**src/rtl/lvlmon_pkg.sv**
```systemverilog
package lvlmon_pkg;

    localparam int unsigned LVL_BYTE_W = 8;
    localparam int unsigned LVL_SLOTS  = 32;

    typedef enum logic [0:0] {
        ST_CLEAR  = 1'b0,
        ST_STICKY = 1'b1
    } rpt_state_e;

endpackage

```
**src/rtl/lvlmon_mag.sv**
```systemverilog
module lvlmon_mag #(
    parameter int unsigned BYTE_W = 8,
    localparam int unsigned THR_W = BYTE_W - 1
) (
    input  logic [BYTE_W-1:0] byte_i,
    input  logic [THR_W-1:0]  ceiling_i,
    output logic              over_o
);
    logic [BYTE_W-1:0] mag;

    // Negating in BYTE_W bits turns the most negative value into 2**(BYTE_W-1),
    // which is exactly the wanted magnitude.
    always_comb begin
        if (byte_i[BYTE_W-1]) begin
            mag = (~byte_i) + 1'b1;
        end else begin
            mag = byte_i;
        end
    end

    always_comb begin
        over_o = (mag > {1'b0, ceiling_i});
    end

endmodule

```
**src/rtl/lvlmon_slot_dec.sv**
```systemverilog
module lvlmon_slot_dec #(
    parameter int unsigned SLOTS = 32,
    localparam int unsigned SLOT_W = $clog2(SLOTS)
) (
    input  logic              hit_i,
    input  logic [SLOT_W-1:0] slot_i,
    output logic [SLOTS-1:0]  hit_vec_o
);
    for (genvar g = 0; g < SLOTS; g++) begin : g_slot
        assign hit_vec_o[g] = hit_i && (slot_i == SLOT_W'(g));
    end

endmodule

```
**src/rtl/lvlmon_report.sv**
```systemverilog
module lvlmon_report
    import lvlmon_pkg::*;
#(
    parameter int unsigned SLOTS = 32
) (
    input  logic             clk,
    input  logic             rst_n,
    input  logic [SLOTS-1:0] hit_vec_i,
    input  logic             rd_stb_i,
    output logic [SLOTS-1:0] report_o
);
    rpt_state_e       state_q, state_d;
    logic [SLOTS-1:0] bits_q, bits_d;
    logic             any_hit;

    assign any_hit = |hit_vec_i;

    always_comb begin
        state_d = state_q;
        bits_d  = bits_q;
        unique case (state_q)
            ST_CLEAR: begin
                bits_d = hit_vec_i;
                if (any_hit) begin
                    state_d = ST_STICKY;
                end
            end
            ST_STICKY: begin
                bits_d = (rd_stb_i ? '0 : bits_q) | hit_vec_i;
                if (rd_stb_i && !any_hit) begin
                    state_d = ST_CLEAR;
                end
            end
        endcase
    end

    always_ff @(posedge clk) begin
        if (!rst_n) begin
            state_q <= ST_CLEAR;
            bits_q  <= '0;
        end else begin
            state_q <= state_d;
            bits_q  <= bits_d;
        end
    end

    always_comb begin
        report_o = bits_q;
    end

endmodule

```
**src/rtl/lvlmon_top.sv**
```systemverilog
module lvlmon_top
    import lvlmon_pkg::*;
#(
    parameter int unsigned BYTE_W = LVL_BYTE_W,
    parameter int unsigned SLOTS  = LVL_SLOTS,
    localparam int unsigned SLOT_W = $clog2(SLOTS),
    localparam int unsigned THR_W  = BYTE_W - 1
) (
    input  logic              clk,
    input  logic              rst_n,
    input  logic              smp_vld_i,
    input  logic [BYTE_W-1:0] smp_byte_i,
    input  logic [SLOT_W-1:0] smp_slot_i,
    input  logic [THR_W-1:0]  max_lvl_i,
    input  logic              rd_stb_i,
    output logic [SLOTS-1:0]  report_o
);
    logic             over;
    logic [SLOTS-1:0] hit_vec;

    lvlmon_mag #(.BYTE_W(BYTE_W)) u_mag (
        .byte_i    (smp_byte_i),
        .ceiling_i (max_lvl_i),
        .over_o    (over)
    );

    lvlmon_slot_dec #(.SLOTS(SLOTS)) u_dec (
        .hit_i     (smp_vld_i && over),
        .slot_i    (smp_slot_i),
        .hit_vec_o (hit_vec)
    );

    lvlmon_report #(.SLOTS(SLOTS)) u_rpt (
        .clk       (clk),
        .rst_n     (rst_n),
        .hit_vec_i (hit_vec),
        .rd_stb_i  (rd_stb_i),
        .report_o  (report_o)
    );

endmodule

```
**config.mk**
```make
export PLATFORM = sky130hd
export DESIGN_NAME = lvlmon_top
export DESIGN_NICKNAME = d
export VERILOG_FILES = /design/src/rtl/lvlmon_pkg.sv /design/src/rtl/lvlmon_mag.sv /design/src/rtl/lvlmon_slot_dec.sv /design/src/rtl/lvlmon_report.sv /design/src/rtl/lvlmon_top.sv
export SDC_FILE = /design/constraint.sdc
export NUM_CORES = 1
export LEC_CHECK = 0
export CELL_PAD_IN_SITES_DETAIL_PLACEMENT = 1
export CELL_PAD_IN_SITES_GLOBAL_PLACEMENT = 2
export CORE_MARGIN = 2
export CORE_UTILIZATION = 28
export DETAILED_ROUTE_END_ITERATION = 10
export PLACE_DENSITY_LB_ADDON = 0.05
export SYNTH_ARGS = -nofsm -noshare
export SYNTH_HDL_FRONTEND = slang
export SYNTH_SLANG_ARGS = --single-unit
```
**constraint.sdc**
```tcl
create_clock -name clk -period 5.3 [get_ports clk]
set_input_delay 1.06 -clock clk [delete_from_list [all_inputs] [get_ports clk]]
set_output_delay 1.06 -clock clk [all_outputs]
set_load 0.1 [all_outputs]
```
==> reports/results.txt <==
kind of critical path - in -> reg
Hold Violations, Final - 0
clock tree buffer depth - 2
first drt pass iteration count - 4
PD cells - 283 nW/um2
met3 GRT Util - 0.0360
DRT Wirelength - 4.13 mm
RePlAce Congestion - 0.721
Crit path largest cell delay - 0.84 ns
Num CTS Buffers - 5
WL/cell - 15.2 um
CP Buf/Inv Count - 1
post-layout util - 0.433
Critical Path Source Type - input port
setup TNS - 0 ns
Post CTS Setup Buffer Count - 0
Final Max Tran Viols - 0
GRT Overall Usage - 0.141
GR Overflow Total - 0
Root Buffer - clkbuf_8
Crit path top cell by count - nand2_1
vias in the first global route - 1433
clk_lat worst skew - 0.29 ns
Post-DP Area - 2080 um2
CP endpoint kind - flip-flop
row count - 26
worst-path fanout max - 33
via count - 1363
peak supply drop - 0.131 mV
RSZ-0062 raised after global routing - no
max-cap violations - 0
cell count after placement - 262
post-synthesis register bit count - 33
Post-Layout Cell Count - 271
total power - 632 uW
CTS tree - yes
Initial Util - 0.293
Synthesis Warnings - 0
sequential area share after synthesis - 0.436
CP required - 5.52 ns
final worst path period need - 3.83 ns
# fillers - 574
worst slack, placed - 1.19 ns
Mapped Avg Cell Area - 10.4 um2
Worst-Margin Slew - 1.08 ns
1st-iter DRT viols - 34
syn nets - 177
fin area - 2240 um2
Hold WS - 0.465 ns
dpl hpwl - 3.18 mm
first-pass GRT wire length - 6.68 mm
endpoints failing setup - 0
DR vias/cell - 5.03
Syn Inst Count - 145
Multi-input gate area - 756 um2
crit-path leading delay family - simple AND/OR/NAND/NOR gates
core footprint - 5170 um2
Die Width - 77.6 um
Post-CTS Resized - 0
Synth cell types - 29
Area Overhead vs Synth - 47.6%
IO Port Bufs - 55
Critical Path AT - 4.05 ns
Die Ht - 77.6 um
gr busiest metal - met2
H-tree Lvls - 2
Fmax - 261 MHz
ant diodes - 0
clock skew - 0.0119 ns
period utilisation layout - 0.723
synthesized area - 1520 um2
crit path cell chain - clkdlybuf4s50_1, nor4_1, nand2_1, nand2_1, xnor2_1, ha_1, nand3_1, or2b_1, a21oi_1, or3_1, a32o_1
Final nets - 232
GR met1 Demand/Resource - 0.164
DRC Markers - 0
Slowest-stage cell, CP - or3_1
I/O pin count - 56
post-layout worst setup margin - 1.47 ns
worst relative slew slack - 0.281
total clock sinks - 33
status - complete, no violations
initial antenna violation count - 0
leakage - 0.825 nW
cts hold-fix bufs - 0
share of layout cells above drive strength 1 - 0.0597
Reg clk slew, reported paths - 0.07 ns
antenna-violating nets left - 0
Reg area - 661 um2
grt met2 use - 0.252
HP Class - reg -> reg
largest net degree at the start of global routing - 34
Die Area - 6020 um2
==> layer usage <==
layer  share of wire  wire length (um)  up-vias
met5               0                 0        -
met4           0.012                51        0
met3           0.047               193        6
met2            0.51              2110       35
met1            0.43              1780      655
li1                -                 -      667
==> synthesized netlist by cell type <==
cell type,instances,share of area
buf_6,1,0.0074
nor4bb_1,1,0.0066
nor4_1,1,0.0041
nor2b_4,1,0.0091
and2_1,1,0.0041
nand3_1,2,0.0066
nor2_1,7,0.017
nand2_1,12,0.030
dfxtp_1,33,0.44
xnor2_1,5,0.029
or2b_1,1,0.0050
o41ai_1,1,0.0058
buf_8,3,0.030
and3b_1,2,0.012
a31o_2,1,0.0058
or3_1,1,0.0041
nor3_1,2,0.0066
o211ai_1,1,0.0050
and3_1,2,0.0083
clkbuf_1,4,0.0099
a31o_1,1,0.0058
nor3b_1,6,0.030
a21oi_1,4,0.013
ha_1,8,0.066
nand4_1,1,0.0041
a32o_1,31,0.20
nand2b_1,2,0.0083
inv_1,8,0.020
o21ai_0,2,0.0066
==> kinds of logic (layout without fill, tap and decap cells) <==
group / count (synthesis) / in the layout / synth area share
simple gates: 42 / 42 / 0.155
buf+inv: 16 / 72 / 0.0669
flops: 33 / 33 / 0.436
xor+xnor: 5 / 5 / 0.0289
compound gates: 41 / 41 / 0.247
fa+ha+maj: 8 / 8 / 0.0661
==> cells in the final DEF, fill, tap and decap left out <==
master            n
or2b_1            1
nand2b_1          2
nand2_1          12
and3_1            2
nor2b_4           1
nor4_1            1
bufinv_16         2
inv_1             8
nand4_1           1
dfxtp_1          33
a31o_1            1
clkbuf_8          5
inv_6             1
or3_1             1
a21oi_1           4
nor2_2            1
xnor2_1           5
buf_8             1
a31o_2            1
and3b_1           2
nor3b_1           6
nor3_1            2
ha_1              8
nand3_1           2
nor4bb_1          1
o21ai_0           2
o41ai_1           1
and2_1            1
o211ai_1          1
clkdlybuf4s50_1  55
nor2_1            6
a32o_1           31
==> worst paths after layout <==
path | slack [ns] | from | cells after the start | to
max | 1.47 | smp_byte_i[2] | 11 | u_rpt.report_o[18]
min | 0.46 | u_rpt.report_o[12] | 1 | u_rpt.report_o[12]
max reg2reg | 3.92 | u_rpt.state_q | 4 | u_rpt.report_o[0]
min reg2reg | 0.46 | u_rpt.report_o[12] | 1 | u_rpt.report_o[12]
==> registers in the layout, indices dropped and copies added, names as in the netlist <==
register and flops:
u_rpt.report_o 32, u_rpt.state_q 1
==> worst reg2reg max path: cells and delay by family (launching register included) <==
kind | cells | cell delay (ns)
AO/OA/AOI/OAI | 1 | 0.14
buffers and inverters | 1 | 0.24
flip-flops | 1 | 0.31
AND/OR/NAND/NOR | 2 | 0.61
==> final cells by class <==
type	count	share of cell area
multi-input combinational	96	0.338
tap	70	0.0391
inverter	8	0.0134
timing repair buffer	56	0.253
clock inverter	3	0.0308
clock buffer	5	0.0308
sequential	33	0.295
==> where the power goes <==
part,internal (mW),total [mW],switching (mW),leakage [nW]
Sequential,0.250,0.250,0.000731,0.266
Combinational,0.0378,0.0926,0.0547,0.490
Clock,0.189,0.289,0.0999,0.0687
Total,0.477,0.632,0.155,0.825
No activity file was read; power rests on OpenSTA's default activity.
